## src/rtl/ufb_pkg.sv

```systemverilog
`timescale 1ns/1ps
package ufb_pkg;

    typedef enum logic [1:0] {
        ST_IDLE     = 2'd0,
        ST_MEM_WAIT = 2'd1,
        ST_TX_WAIT  = 2'd2
    } ufb_state_t;

    // byte slots inside the window, oldest = 0
    localparam int SLOT_HDR0  = 0;
    localparam int SLOT_HDR1  = 1;
    localparam int SLOT_ADR_H = 2;
    localparam int SLOT_ADR_L = 3;
    localparam int SLOT_OP    = 4;
    localparam int SLOT_DAT_H = 5;
    localparam int SLOT_DAT_L = 6;
    localparam int SLOT_TRL   = 7;
    localparam int FRAME_LEN  = 8;

endpackage

```

## src/rtl/ufb_window.sv

```systemverilog
`timescale 1ns/1ps
module ufb_window #(
    parameter int BYTE_W = 8,
    parameter int DEPTH  = 8
) (
    input  logic                          clk,
    input  logic                          rst_n,
    input  logic [BYTE_W-1:0]             in_byte,
    input  logic                          in_valid,
    output logic [DEPTH-1:0][BYTE_W-1:0]  win,
    output logic                          fresh
);

    // newest byte enters at DEPTH-1, oldest sits at 0
    for (genvar i = 0; i < DEPTH; i++) begin : g_slot
        if (i == DEPTH - 1) begin : g_head
            always_ff @(posedge clk or negedge rst_n) begin
                if (!rst_n)        win[i] <= '0;
                else if (in_valid) win[i] <= in_byte;
            end
        end else begin : g_body
            always_ff @(posedge clk or negedge rst_n) begin
                if (!rst_n)        win[i] <= '0;
                else if (in_valid) win[i] <= win[i+1];
            end
        end
    end

    // one-cycle marker: window changed on the previous edge
    always_ff @(posedge clk or negedge rst_n) begin
        if (!rst_n) fresh <= 1'b0;
        else        fresh <= in_valid;
    end

endmodule

```

## src/rtl/ufb_parser.sv

```systemverilog
`timescale 1ns/1ps
module ufb_parser
    import ufb_pkg::*;
#(
    parameter int               BYTE_W = 8,
    parameter logic [BYTE_W-1:0] HDR_V = 8'hAA,
    parameter logic [BYTE_W-1:0] TRL_V = 8'h55,
    parameter logic [BYTE_W-1:0] OP_RD = 8'h5A,
    parameter logic [BYTE_W-1:0] OP_WR = 8'hA5,
    localparam int WORD_W = 2 * BYTE_W
) (
    input  logic [FRAME_LEN-1:0][BYTE_W-1:0] win,
    input  logic                             fresh,
    output logic                             hit,
    output logic                             is_write,
    output logic [WORD_W-1:0]                addr,
    output logic [WORD_W-1:0]                data
);

    logic hdr_ok;
    logic trl_ok;
    logic op_rd;
    logic op_wr;

    always_comb begin
        hdr_ok   = (win[SLOT_HDR0] == HDR_V) && (win[SLOT_HDR1] == HDR_V);
        trl_ok   = (win[SLOT_TRL] == TRL_V);
        op_rd    = (win[SLOT_OP] == OP_RD);
        op_wr    = (win[SLOT_OP] == OP_WR);
        hit      = fresh && hdr_ok && trl_ok && (op_rd || op_wr);
        is_write = op_wr;
        addr     = {win[SLOT_ADR_H], win[SLOT_ADR_L]};
        data     = {win[SLOT_DAT_H], win[SLOT_DAT_L]};
    end

endmodule

```

## src/rtl/ufb_ctrl_fsm.sv

```systemverilog
`timescale 1ns/1ps
module ufb_ctrl_fsm
    import ufb_pkg::*;
#(
    parameter int BYTE_W = 8,
    parameter int BANK_W = 2,
    localparam int WORD_W = 2 * BYTE_W,
    localparam int LOC_W  = WORD_W - BANK_W
) (
    input  logic              clk,
    input  logic              rst_n,
    input  logic              hit,
    input  logic              hit_write,
    input  logic [WORD_W-1:0] hit_addr,
    input  logic [WORD_W-1:0] hit_data,
    output logic              mem_req,
    output logic              mem_we,
    output logic [BANK_W-1:0] mem_bank,
    output logic [LOC_W-1:0]  mem_addr,
    output logic [WORD_W-1:0] mem_wdata,
    input  logic              mem_done,
    input  logic [BYTE_W-1:0] rd_low,
    output logic [BYTE_W-1:0] tx_byte,
    output logic              tx_send,
    input  logic              tx_done
);

    ufb_state_t state;
    ufb_state_t state_nx;

    always_comb begin
        state_nx = state;
        unique case (state)
            ST_IDLE:     if (hit)      state_nx = ST_MEM_WAIT;
            ST_MEM_WAIT: if (mem_done) state_nx = mem_we ? ST_IDLE : ST_TX_WAIT;
            ST_TX_WAIT:  if (tx_done)  state_nx = ST_IDLE;
            default:                   state_nx = ST_IDLE;
        endcase
    end

    always_ff @(posedge clk or negedge rst_n) begin
        if (!rst_n) state <= ST_IDLE;
        else        state <= state_nx;
    end

    // command and response registers
    always_ff @(posedge clk or negedge rst_n) begin
        if (!rst_n) begin
            mem_we    <= 1'b0;
            mem_bank  <= '0;
            mem_addr  <= '0;
            mem_wdata <= '0;
            tx_byte   <= '0;
        end else begin
            if (state == ST_IDLE && hit) begin
                mem_we    <= hit_write;
                mem_bank  <= hit_addr[WORD_W-1 -: BANK_W];
                mem_addr  <= hit_addr[LOC_W-1:0];
                mem_wdata <= hit_data;
            end
            if (state == ST_MEM_WAIT && mem_done && !mem_we) begin
                tx_byte <= rd_low;
            end
        end
    end

    always_comb begin
        mem_req = (state == ST_MEM_WAIT);
        tx_send = (state == ST_TX_WAIT);
    end

endmodule

```

## src/rtl/uart_frame_bridge.sv

```systemverilog
`timescale 1ns/1ps
module uart_frame_bridge
    import ufb_pkg::*;
#(
    parameter int                BYTE_W = 8,
    parameter int                BANK_W = 2,
    parameter logic [BYTE_W-1:0] HDR_V  = 8'hAA,
    parameter logic [BYTE_W-1:0] TRL_V  = 8'h55,
    parameter logic [BYTE_W-1:0] OP_RD  = 8'h5A,
    parameter logic [BYTE_W-1:0] OP_WR  = 8'hA5,
    localparam int WORD_W = 2 * BYTE_W,
    localparam int LOC_W  = WORD_W - BANK_W
) (
    input  logic              clk,
    input  logic              rst_n,
    input  logic [BYTE_W-1:0] rx_byte,
    input  logic              rx_valid,
    output logic              mem_req,
    output logic              mem_we,
    output logic [BANK_W-1:0] mem_bank,
    output logic [LOC_W-1:0]  mem_addr,
    output logic [WORD_W-1:0] mem_wdata,
    input  logic              mem_done,
    input  logic [WORD_W-1:0] mem_rdata,
    output logic [BYTE_W-1:0] tx_byte,
    output logic              tx_send,
    input  logic              tx_done
);

    logic [FRAME_LEN-1:0][BYTE_W-1:0] win;
    logic                             fresh;
    logic                             hit;
    logic                             hit_write;
    logic [WORD_W-1:0]                hit_addr;
    logic [WORD_W-1:0]                hit_data;
    logic                             rdata_hi_unused;

    assign rdata_hi_unused = ^mem_rdata[WORD_W-1:BYTE_W];

    ufb_window #(.BYTE_W(BYTE_W), .DEPTH(FRAME_LEN)) u_window (
        .clk      (clk),
        .rst_n    (rst_n),
        .in_byte  (rx_byte),
        .in_valid (rx_valid),
        .win      (win),
        .fresh    (fresh)
    );

    ufb_parser #(
        .BYTE_W(BYTE_W), .HDR_V(HDR_V), .TRL_V(TRL_V),
        .OP_RD(OP_RD), .OP_WR(OP_WR)
    ) u_parser (
        .win      (win),
        .fresh    (fresh),
        .hit      (hit),
        .is_write (hit_write),
        .addr     (hit_addr),
        .data     (hit_data)
    );

    ufb_ctrl_fsm #(.BYTE_W(BYTE_W), .BANK_W(BANK_W)) u_fsm (
        .clk       (clk),
        .rst_n     (rst_n),
        .hit       (hit),
        .hit_write (hit_write),
        .hit_addr  (hit_addr),
        .hit_data  (hit_data),
        .mem_req   (mem_req),
        .mem_we    (mem_we),
        .mem_bank  (mem_bank),
        .mem_addr  (mem_addr),
        .mem_wdata (mem_wdata),
        .mem_done  (mem_done),
        .rd_low    (mem_rdata[BYTE_W-1:0]),
        .tx_byte   (tx_byte),
        .tx_send   (tx_send),
        .tx_done   (tx_done)
    );

endmodule

```

## config.mk

```make
export PLATFORM = sky130hd
export DESIGN_NAME = uart_frame_bridge
export DESIGN_NICKNAME = d
export VERILOG_FILES = /design/src/rtl/ufb_pkg.sv /design/src/rtl/ufb_window.sv /design/src/rtl/ufb_parser.sv /design/src/rtl/ufb_ctrl_fsm.sv /design/src/rtl/uart_frame_bridge.sv
export SDC_FILE = /design/constraint.sdc
export NUM_CORES = 1
export LEC_CHECK = 0
export BUFFER_PORTS_ARGS = -buffer_cell sky130_fd_sc_hd__clkbuf_2
export CAP_MARGIN = 0
export CORE_ASPECT_RATIO = 2
export CORE_MARGIN = 2
export CORE_UTILIZATION = 40
export DETAILED_ROUTE_END_ITERATION = 8
export GPL_TIMING_DRIVEN = 0
export PLACE_DENSITY = 0.69
export SLEW_MARGIN = 20
export SYNTH_ARGS = -nofsm -noshare
export SYNTH_HDL_FRONTEND = slang
export SYNTH_SLANG_ARGS = --single-unit
```

## constraint.sdc

```tcl
create_clock -name clk -period 1.9 [get_ports clk]
set_input_delay 0.38 -clock clk [delete_from_list [all_inputs] [get_ports clk]]
set_output_delay 0.38 -clock clk [all_outputs]
set_load 0.05 [all_outputs]
```

; ---- Word level (Yosys, flattened, before mapping)
; Index checks and enable logic that the tools add are counted.
[word_totals]
latch_bits = 0
mem_count = 0
regBits = 108
ramBits = 0
rom_bits = 0
inputBits = 29
wordCells = 41
[op_classes]
reduce_logical = 11
multipliers = 0
n_addsub = 0
bitwise_logic = 0
n_mux = 5
div = 0
n_shift = 0
n_eq_ne = 10
order_cmp = 0
[ops]
columns = operator, count
row1 = "== test 8 bit, second input constant", 3
row2 = "== test 8 x 7 -> 1 bit, second input constant", 2
row3 = two-way mux 2 bit, 4
row4 = logical AND 1 bit, 7
row5 = "!= test 2 x 1 -> 1 bit, second input constant", 3
row6 = one-hot mux 2 bit (3 select lines), 1
row7 = AND reduction 3 bit, 1
row8 = "== test 2 x 1 -> 1 bit, second input constant", 1
row9 = "== test 2 bit, second input constant", 1
row10 = zero test 2 bit, 1
row11 = zero test 1 bit, 1
row12 = logical OR 1 bit, 1

; ---- Longest topological paths before layout
; Gate-level depths: netlist of the first run.
[depth]
depth_word = 7
ltp_mapped = 5
depth_no_buf = 4

; ---- Cells and area by module
; From an unflattened synthesis of the first run, not the netlist that was laid out.
[hier_totals]
cells_unflattened = 281
hier_area_um2 = 4738.3
[by_module_without_submodules]
columns = module, n_inst, cells_each, area_per_inst_um2, seq_area_each_um2
row1 = ufb_window, 1, 136, 2703.8, 1626.6
row2 = ufb_ctrl_fsm, 1, 97, 1655.3, 1076.0
row3 = ufb_parser, 1, 48, 379.1, 0.0

; ---- Least setup slack after synthesis of the first run
; OpenSTA, ideal clock, no wires.
[synth_path]
kind = reg2reg
from = reg u_fsm.state[0]
to = reg u_fsm.tx_byte[0]
setup_ns = 0.125
path_slack_ns = -0.270
stages_incl_launch_ff = 5
required_ns = 1.775
path_buffers = 1
arrival_time_ns = 2.046
period_less_slack_ns = 2.170
cell_sequence = dfrtp_1 nor2b_1 and3_1 clkbuf_1 mux2_2
[synth_between]
elab_chain_cells = 3
[synth_lines]
columns = item, line_no
row1 = start: declaration, ufb_ctrl_fsm.sv:28  ; ufb_state_t state;
row2 = start signal: assignment, ufb_ctrl_fsm.sv:43  ; else state <= state_nx;
row3 = == test 2 x 1 -> 1 bit, n/a
row4 = named net mem_req, uart_frame_bridge.sv:18  ; output logic mem_req,
row5 = logical AND 1 bit (2 in a row), ufb_ctrl_fsm.sv:61  ; if (state == ST_MEM_WAIT && mem_done && !mem_we) begin
row6 = end signal: assignment, ufb_ctrl_fsm.sv:62  ; tx_byte <= rd_low;
row7 = end: declaration, ufb_ctrl_fsm.sv:23  ; output logic [BYTE_W-1:0] tx_byte,
; The timed path passes the listed nets, and every way through them passes these cells.
; A chain may end at the register's enable or synchronous reset.

; ---- Final worst setup path of the first run
[layout_path]
from = reg u_window.win[63] (netlist bit)
to = reg u_fsm.mem_wdata[11]
[layout_between]
elab_chain_cells = 4
[layout_lines]
columns = item, line_no
row1 = start: declaration, ufb_window.sv:10  ; output logic [DEPTH-1:0][BYTE_W-1:0] win,
row2 = start signal: indexed assignment, ufb_window.sv:19  ; else if (in_valid) win[i] <= in_byte;
row3 = == test 8 x 7 -> 1 bit, ufb_parser.sv:27  ; trl_ok = (win[SLOT_TRL] == TRL_V);
row4 = logical AND 1 bit (2 in a row), ufb_parser.sv:30  ; hit = fresh && hdr_ok && trl_ok && (op_rd || op_wr);
row5 = logical AND 1 bit, ufb_ctrl_fsm.sv:55  ; if (state == ST_IDLE && hit) begin
row6 = end signal: assignment, ufb_ctrl_fsm.sv:59  ; mem_wdata <= hit_data;
row7 = end: declaration, ufb_ctrl_fsm.sv:20  ; output logic [WORD_W-1:0] mem_wdata,
; No other way between the ends.

==> results of run 1 <==
## per-layer routing
| layer | GRT usage (%) | up-vias | part of all wire [%] |
|---|---|---|---|
| met2 | 27.52 | 35 | 57 |
| met3 | 2.998 | 11 | 2.5 |
| met5 | 0 | - | 0 |
| li1 | - | 1052 | - |
| met1 | 17.36 | 1210 | 38 |
| met4 | 7.589 | 0 | 2.6 |
## registers in the layout, indices dropped and copies added (netlist names)
name and count:
u_fsm.mem_addr 14, u_fsm.mem_bank 2, u_fsm.mem_wdata 16, u_fsm.mem_we 1
u_fsm.state 2, u_fsm.tx_byte 8, u_window.fresh 1, u_window.win 64
## worst max-delay path: cells and delay by family (launching register included)
family / cells / cell delay (ps)
AND/OR/NAND/NOR: 2 / 510
flip-flops: 1 / 420
buffers and inverters: 2 / 350
multiplexers: 1 / 310
AO/OA/AOI/OAI: 1 / 230
## final cells by class
cell class / count / area (um2)
tap: 137 / 171.4
clock buffer: 10 / 239.0
sequential: 108 / 2703
multi-input combinational: 127 / 1535
inverter: 3 / 11.26
clock inverter: 6 / 86.33
fill: 938 / 5231
buffer: 11 / 90.09
timing repair buffer: 71 / 410.4
## kinds of logic (layout without fill, tap and decap cells)
group	count (synthesis)	in the layout	share of synthesized area [%]
flip-flops	108	108	63.18
multiplexers	105	105	30.07
AND/OR/NAND/NOR	19	19	4.007
buffers and inverters	14	101	1.755
AO/OA/AOI/OAI	3	3	0.9944
## synthesized netlist by cell type (all sizes together)
| master | instances | area share, % |
|---|---|---|
| mux2i | 1 | 0.23 |
| nand4 | 2 | 0.44 |
| and3 | 1 | 0.15 |
| mux2 | 104 | 30 |
| a2111oi | 1 | 0.64 |
| nor4b | 1 | 0.35 |
| clkbuf | 8 | 0.70 |
| nand2 | 3 | 0.32 |
| inv | 3 | 0.26 |
| nor2b | 3 | 0.44 |
| a21o | 2 | 0.35 |
| dfrtp | 108 | 63 |
| nor2 | 1 | 0.088 |
| buf | 3 | 0.79 |
| and4bb | 6 | 1.8 |
| nor4bb | 2 | 0.47 |
## report_power, final
part | switching (mW) | internal (mW) | total, mW
registers | 0.316 | 2.67 | 2.98
logic | 0.190 | 0.371 | 0.561
clock network | 0.816 | 1.19 | 2.01
total | 1.32 | 4.23 | 5.55
## worst paths after layout
| check | startpoint | end | slack, ps | depth (start not counted) |
|---|---|---|---|---|
| worst min register to register | u_fsm.mem_addr[8]$_DFFE_PN0P_ | u_fsm.mem_addr[8]$_DFFE_PN0P_ | 510 | 1 |
| worst max register to register | u_window.win[63]$_DFFE_PN0P_ | u_fsm.mem_wdata[11]$_DFFE_PN0P_ | -50 | 6 |
| max in group asynchronous | rst_n | u_window.win[5]$_DFFE_PN0P_ | 810 | 3 |
| worst max-delay path | u_window.win[63]$_DFFE_PN0P_ | u_fsm.mem_wdata[11]$_DFFE_PN0P_ | -50 | 6 |
| min in group asynchronous | rst_n | u_fsm.mem_wdata[2]$_DFFE_PN0P_ | 420 | 2 |
| worst min-delay path | rx_valid | u_window.fresh$_DFF_PN0_ | 170 | 1 |
## what timing repair did
item	CTS	global route
hold buffers	1	0
setup endpoints to repair	34	34
endpoints found under the hold margin	11	0
pin swaps	3	3
buffers inserted	6	0
gates resized for setup	9	3
==> flow_summary.json, run 1 <==
{
  "status": "complete, but fails checks",
  "violations": "setup timing",
  "place_congestion": 0.7614,
  "grt_max_degree": 98,
  "yosysWarnings": 0,
  "final_cells": 473,
  "cts_buffer_depth": 2,
  "critPathKind": "reg -> reg",
  "cts_tree": "yes",
  "pre_cts_ws_ps": -456.7,
  "layout-drive-gt1-share_pct": 60.12,
  "dpl.cell_count": 450,
  "htree_levels": 3,
  "start_util_pct": 40.83,
  "grt_first_pass_wirelength_mm": 13.48,
  "die_w_um": 77.13,
  "wire_per_inst_um": 17.56,
  "antenna_left": 0,
  "mostFrequentLayoutCell": "dfrtp_1",
  "fin_crit_ps": 1955,
  "netlist_area_um2": 4278,
  "fin_crit_sh_pct": 102.9,
  "p_leak_nw": 2.521,
  "antenna_found_initial": 0,
  "crit_slowest_cell": "dfrtp_1",
  "drt_iter0_markers": 104,
  "tightest_slew_ps": 669.2,
  "wl_mm": 8.304,
  "utilization_pct": 50.07,
  "antenna_cells": 0,
  "worstPathMaxFanout": 10,
  "placed_cell_area_um2": 4803,
  "crit_path_max_incr_delay_ps": 420,
  "syn_to_final_growth_pct": 22.64,
  "clk_latency_ps": 350,
  "slew_headroom_pct": 55.39,
  "cts.clk_slew.worst_paths_ps": 70,
  "final_cell_area_um2": 5246,
  "design.core.area_um2": 10480,
  "seq_area_frac_synth_pct": 63.18,
  "fin_setup_tns_ps": -1321,
  "holdWs_ps": 167.6,
  "rsz0062_at_grt": "true",
  "synth_cells": 249,
  "grt-ovfl-total": 0,
  "cap_violations": 0,
  "cts_sinks": 108,
  "syn_nets": 278,
  "drv_slew": 0,
  "finalClockSkew_ps": 7.948,
  "root_buffer": "clkbuf_16",
  "hold_viol": 0,
  "critPathLaunchType": "flip-flop",
  "io_pins": 72,
  "max-vdd-ir-drop_mv": 0.5966,
  "nets": 360,
  "num_vias": 2308,
  "ys_ff_latch": 108,
  "setup_viol": 32,
  "die_area_um2": 11590,
  "fin_ws_ps": -54.61,
  "die_h_um": 150.3,
  "crit_chain": "nor4bb_4, nand4_1, a2111oi_4, buf_6, buf_12, mux2_4",
  "fmax_ghz": 0.5116,
  "final_cell_mix": "dfrtp_1, mux2_2, clkbuf_2, mux2_4, clkbuf_16",
  "cp.required_ps": 2130,
  "worstHoldPathType": "in -> reg",
  "num_rows": 53,
  "numCtsBuffers": 9,
  "via_per_inst": 4.879,
  "crit_arrival_ps": 2190,
  "grt_pass1_vias": 2530,
  "dr.pass1.iters": 4,
  "place_hpwl_mm": 5.929,
  "p_per_area_nw_per_um2": 1058,
  "yosysUniqueCellTypes": 20,
  "syn_avg_cell_area_um2": 17.18,
  "total_power_mw": 5.549,
  "numPortBuffers": 63,
  "route.detailed.drc": 0,
  "track_usage_pct": 15.39,
  "end_kind": "flip-flop"
}
Note: power is estimated with default switching activity, not from simulation.
==> inputs of run 2 (changes only) <==
Settings changed: CORE_UTILIZATION 40 to 33, PLACE_DENSITY 0.69 to 0.6, SETUP_SLACK_MARGIN set to 0.4.
==> run 2 against run 1 <==
  * Register-to-register slack got worse by 60 ps
  * The run still ends with setup timing left
  * Count of clock-buffer cells in the layout increased by 1
  * Combinational power decreased by 1%
  * Critical path depth unchanged
  * Critical endpoint is now u_fsm.mem_addr[13]$_DFFE_PN0P_
  * Final cell count increased by 3.4%
==> flow_summary.json, run 2 (synthesis results as in run 1) <==
{
  "fin_setup_tns_ps": -3055,
  "via_per_inst": 4.697,
  "root_buffer": "clkbuf_16",
  "drv_slew": 0,
  "crit_arrival_ps": 2230,
  "hold_viol": 0,
  "cts_sinks": 108,
  "track_usage_pct": 13.12,
  "start_util_pct": 33.88,
  "status": "complete, but fails checks",
  "num_rows": 58,
  "syn_to_final_growth_pct": 26.82,
  "p_int_mw": 4.131,
  "p_per_area_nw_per_um2": 1006,
  "antenna_cells": 0,
  "antenna_found_initial": 0,
  "route.detailed.drc": 0,
  "die_w_um": 84.51,
  "die_area_um2": 13950,
  "max-vdd-ir-drop_mv": 0.5316,
  "fmax_ghz": 0.4964,
  "cts_buffer_depth": 2,
  "final_cell_mix": "dfrtp_1, clkbuf_2, mux2_2, mux2_4, clkbuf_16",
  "rsz0062_at_grt": "true",
  "mostFrequentLayoutCell": "dfrtp_1",
  "fin_crit_ps": 2014,
  "wire_per_inst_um": 18.48,
  "design.core.area_um2": 12630,
  "num_vias": 2297,
  "slew_headroom_pct": 68.65,
  "drt_iter0_markers": 143,
  "cap_violations": 0,
  "dr.pass1.iters": 4,
  "grt_max_degree": 94,
  "cp.required_ps": 2120,
  "numCtsBuffers": 9,
  "nets": 363,
  "clkPwrFrac_pct": 35.4,
  "worstPathMaxFanout": 5,
  "p_sw_share_pct": 24.32,
  "fin_ws_ps": -114.5,
  "die_h_um": 165.0,
  "numPortBuffers": 63,
  "worstHoldPathType": "in -> reg",
  "cts_tree": "yes",
  "place_congestion": 0.7631,
  "wl_mm": 9.038,
  "pwr-share-seq_pct": 54.5,
  "finalClockSkew_ps": 9.595,
  "antenna_left": 0,
  "grt-ovfl-total": 0,
  "largest-register": "u_window.win",
  "largest_reg_flops": 64,
  "setup_viol": 33,
  "grt_first_pass_wirelength_mm": 14.01,
  "cts.clk_slew.worst_paths_ps": 80,
  "pwr-share-comb_pct": 10.2,
  "critPathLaunchType": "flip-flop",
  "end_kind": "flip-flop",
  "fin_crit_sh_pct": 106.0,
  "clk_latency_ps": 340,
  "p_leak_nw": 2.579,
  "top_regs": "u_window.win (64), u_fsm.mem_wdata (16), u_fsm.mem_addr (14)",
  "switching_power_mw": 1.327,
  "layout-drive-gt1-share_pct": 62.83,
  "tightest_slew_ps": 470.2,
  "critPathKind": "reg -> reg",
  "utilization_pct": 42.96,
  "io_pins": 72,
  "fillers": 1183,
  "place_hpwl_mm": 6.306,
  "grt_pass1_vias": 2488,
  "htree_levels": 3,
  "violations": "setup timing"
}
==> run 2: changes by cell type in the layout (fill, tap and decap cells not counted), sizes merged <==
cell and delta:
clkinv -1, buf +4, bufinv -1, clkinvlp +1
==> run 2: stage by stage <==
step / power [mW] / hold WS [ps] / area (um2) / cells / worst slack [ps]
5_1_grt: 5.706 / 164.5 / 5425 / 489 / -223.9
3_3_place_gp: 3.534 / 484.0 / 4848 / 462 / -1005
6_report: 5.458 / 169.8 / 5425 / 489 / -114.5
2_1_floorplan: 3.301 / 84.41 / 4345 / 249 / -25.52
4_1_cts: 5.528 / 159.6 / 5338 / 486 / -200.2
3_5_place_dp: 3.575 / 243.1 / 4885 / 463 / -520.5
==> run 2: per-layer routing <==
metal	up-vias	track usage (%)	part of all wire, %
li1	1059	-	-
met1	1204	15.27	39
met2	26	24.09	58
met3	8	1.999	1.6
met4	0	4.762	1.6
met5	-	0	0
==> run 2: worst max-delay path, stage by stage (launching register included) <==
cell and delay, ps:
dfrtp_1 410, nor4bb_2 350, nand4_1 210, a2111oi_4 260
buf_6 210, clkbuf_16 170, mux2_4 290
==> run 2: path summary, 6_finish.rpt <==
path	from	end	slack [ps]	cells after the start
worst min register to register	u_window.win[1]$_DFFE_PN0P_	u_window.win[1]$_DFFE_PN0P_	510	1
worst max-delay path	u_window.win[63]$_DFFE_PN0P_	u_fsm.mem_addr[13]$_DFFE_PN0P_	-110	6
max in group asynchronous	rst_n	u_window.win[35]$_DFFE_PN0P_	750	3
min in group asynchronous	rst_n	u_fsm.mem_bank[1]$_DFFE_PN0P_	460	2
worst max register to register	u_window.win[63]$_DFFE_PN0P_	u_fsm.mem_addr[13]$_DFFE_PN0P_	-110	6
worst min-delay path	rx_valid	u_window.fresh$_DFF_PN0_	170	1
==> run 2: power by group through the flow <==
| stage | Combinational, mW | Clock, mW | Sequential [mW] |
|---|---|---|---|
| after global routing | 0.608 | 2.06 | 3.03 |
| after detailed placement | 0.554 | 0 | 3.02 |
| final | 0.554 | 1.93 | 2.97 |
| after floorplan | 0.425 | 0 | 2.88 |
| after CTS | 0.565 | 1.98 | 2.98 |
| after global placement | 0.522 | 0 | 3.01 |
==> run 2: final cells by class <==
type	instances	area, um2	area share [%]
repair buffers	74	506.7	9.340
flip-flops and latches	108	2703	49.82
multi-input cells	127	1587	29.24
well taps	150	187.7	3.459
plain buffers	11	118.9	2.191
inverters	3	11.26	0.2076
clock buffers	11	252.7	4.659
clock inverters	5	58.81	1.084
==> run 2: what timing repair did <==
action                                  CTS  global route
endpoints found under the hold margin    15             0
gates cloned                              0             2
pin swaps                                 4             3
hold buffers                              1             0
endpoints found under the setup margin   36            46
gates resized for setup                  19            10
buffers inserted                          6             1
==> inputs of run 3 (changes only) <==
Settings changed: PLACE_DENSITY 0.6 to 0.59.
Clock period 1.9 ns to 2.39 ns, I/O delays scaled along.
==> run 3 against run 2 <==
  * The run now ends clean
  * Final area fell by 4.5%
  * Clock power fell by 31%
  * Utilization fell by 1.9 points
  * First-iteration DRC count fell by 37%
  * Die area did not move
  * Worst setup slack improved by 530 ps
  * Sequential cell count did not move
  * Clock skew fell by 2.0 ps
  * Worst hold slack improved by 95 ps
  * Non-clock buffer count fell by 3
  * Final cell count fell by 1.0%
  * Wire length fell by 5.5%
  * Critical path type unchanged
  * Critical endpoint is now u_fsm.mem_wdata[12]$_DFFE_PN0P_
==> flow_summary.json, run 3 (synthesis results as in run 1) <==
{
  "switching_power_mw": 1.012,
  "num_rows": 58,
  "max-vdd-ir-drop_mv": 0.3968,
  "p_per_area_nw_per_um2": 800.1,
  "cp_num_buf_inv": 2,
  "cap_violations": 0,
  "end_kind": "flip-flop",
  "tightest_slew_ps": 690.3,
  "fillers": 1222,
  "hold_viol": 0,
  "holdWs_ps": 264.7,
  "pwr-share-seq_pct": 57.1,
  "dr.pass1.iters": 4,
  "place_congestion": 0.7555,
  "root_buffer": "clkbuf_16",
  "clk_latency_ps": 340,
  "slew_headroom_pct": 53.98,
  "drv_slew": 0,
  "htree_levels": 3,
  "grt_first_pass_wirelength_mm": 13.65,
  "wire_per_inst_um": 17.64,
  "p_leak_nw": 2.490,
  "grt_max_degree": 97,
  "mostFrequentLayoutCell": "dfrtp_1",
  "fin_crit_sh_pct": 82.76,
  "syn_to_final_growth_pct": 21.18,
  "largest_reg_flops": 64,
  "route.detailed.drc": 0,
  "worstPathMaxFanout": 10,
  "cts_tree": "yes",
  "antenna_cells": 0,
  "p_sw_share_pct": 24.39,
  "largest-register": "u_window.win",
  "total_power_mw": 4.147,
  "finalClockSkew_ps": 7.593,
  "numPortBuffers": 63,
  "fmax_ghz": 0.5056,
  "numCtsBuffers": 9,
  "io_pins": 72,
  "design.core.area_um2": 12630,
  "cts_buffer_depth": 2,
  "via_per_inst": 4.713,
  "top_regs": "u_window.win (64), u_fsm.mem_wdata (16), u_fsm.mem_addr (14)",
  "pwr-share-comb_pct": 10.7,
  "rsz0062_at_grt": "true",
  "fin_ws_ps": 412.1,
  "crit_arrival_ps": 2200,
  "start_util_pct": 33.88,
  "cpLargestDelayFamily": "simple AND/OR/NAND/NOR gates",
  "cts.clk_slew.worst_paths_ps": 70,
  "critPathLaunchType": "flip-flop",
  "track_usage_pct": 12.92,
  "num_vias": 2281,
  "antenna_found_initial": 0,
  "status": "finished, final reports clean",
  "crit_chain": "and4bb_1, nand2_1, a2111oi_4, buf_6, buf_12, mux2_4",
  "critPathKind": "reg -> reg",
  "wl_mm": 8.539,
  "crit_slowest_cell": "dfrtp_1",
  "clkPwrFrac_pct": 32.1,
  "layout-drive-gt1-share_pct": 59.28,
  "grt_pass1_vias": 2464,
  "nets": 360,
  "die_h_um": 165.0,
  "die_area_um2": 13950,
  "place_hpwl_mm": 6.228,
  "final_cell_mix": "dfrtp_1, mux2_2, clkbuf_2, mux2_4",
  "pre_cts_ws_ps": -32.04,
  "die_w_um": 84.51,
  "setup_viol": 0,
  "grt-ovfl-total": 0,
  "antenna_left": 0,
  "cts_sinks": 108,
  "multiInputGateArea_um2": 1524,
  "fin_crit_ps": 1978,
  "drt_iter0_markers": 90,
  "p_int_mw": 3.136,
  "crit_path_max_incr_delay_ps": 400,
  "area.sequential_um2": 2703,
  "utilization_pct": 41.05,
  "worstHoldPathType": "in -> reg",
  "cp.required_ps": 2620
}
run 3: cell count changes in the layout (fill, tap and decap cells not counted), moves of 2 or more:
cell and change:
buf_4 +4, buf_6 -5, buf_8 -2, clkbuf_1 +8, clkbuf_16 -3, clkbuf_2 -3, clkinv_2 +2, clkinvlp_4 -2
mux2_2 +12, mux2_4 -12, nor2b_4 -2
run 3: worst reg2reg max path, delay by kind of cell, from the launching register on:
| kind | cells | cell delay, ps |
|---|---|---|
| flops | 1 | 400 |
| simple gates | 2 | 470 |
| mux | 1 | 310 |
| compound gates | 1 | 320 |
| buf+inv | 2 | 350 |
run 3: per-layer routing:
layer	wire length, um	GRT usage, %	vias to the layer above
met5	0	0	-
met4	207	6.926	0
met3	192	2.149	12
met2	4923	23.12	32
met1	3216	14.48	1184
li1	-	-	1053
run 3: area by class of cell:
type                    count  area share (%)
flip-flops and latches    108           52.14
well taps                 150           3.621
inverters                   3          0.2172
plain buffers              11           1.738
clock buffers              11           4.683
repair buffers             71           7.917
multi-input cells         127           29.40
clock inverters             3          0.2896
run 3: worst paths after layout:
| check | endpoint | cells after the start | slack (ps) | start |
|---|---|---|---|---|
| max | u_fsm.mem_wdata[12]$_DFFE_PN0P_ | 6 | 410 | u_window.win[35]$_DFFE_PN0P_ |
| min | u_window.fresh$_DFF_PN0_ | 1 | 260 | rx_valid |
| max reg2reg | u_fsm.mem_wdata[12]$_DFFE_PN0P_ | 6 | 410 | u_window.win[35]$_DFFE_PN0P_ |
| min reg2reg | u_window.win[2]$_DFFE_PN0P_ | 1 | 500 | u_window.win[2]$_DFFE_PN0P_ |
| max in group asynchronous | u_fsm.tx_byte[4]$_DFFE_PN0P_ | 3 | 1190 | rst_n |
| min in group asynchronous | u_fsm.mem_wdata[1]$_DFFE_PN0P_ | 2 | 530 | rst_n |
run 3: what timing repair did:
item                                   in CTS  in global routing
buffers inserted                            6                  0
resized for setup                          10                  0
setup endpoints to repair                  34                 33
hold buffers                                1                  0
pin swaps                                   3                  3
endpoints found under the hold margin      12                  0
run 3: power by group through the flow:
| stage | registers (mW) | logic, mW | clock network, mW |
|---|---|---|---|
| floorplan | 2.29 | 0.337 | 0 |
| global placement | 2.40 | 0.413 | 0 |
| detailed placement | 2.41 | 0.438 | 0 |
| CTS | 2.38 | 0.457 | 1.38 |
| global route | 2.42 | 0.487 | 1.45 |
| finish | 2.37 | 0.446 | 1.33 |
run 3: per-stage QoR:
| stage | instance area, um2 | setup TNS [ps] | instances |
|---|---|---|---|
| after detailed placement | 4820 | -630.2 | 463 |
| after floorplan | 4280 | 0 | 249 |
| after global placement | 4783 | -59470 | 462 |
| after CTS | 5184 | 0 | 484 |
| final | 5184 | 0 | 484 |
| after global routing | 5184 | 0 | 484 |
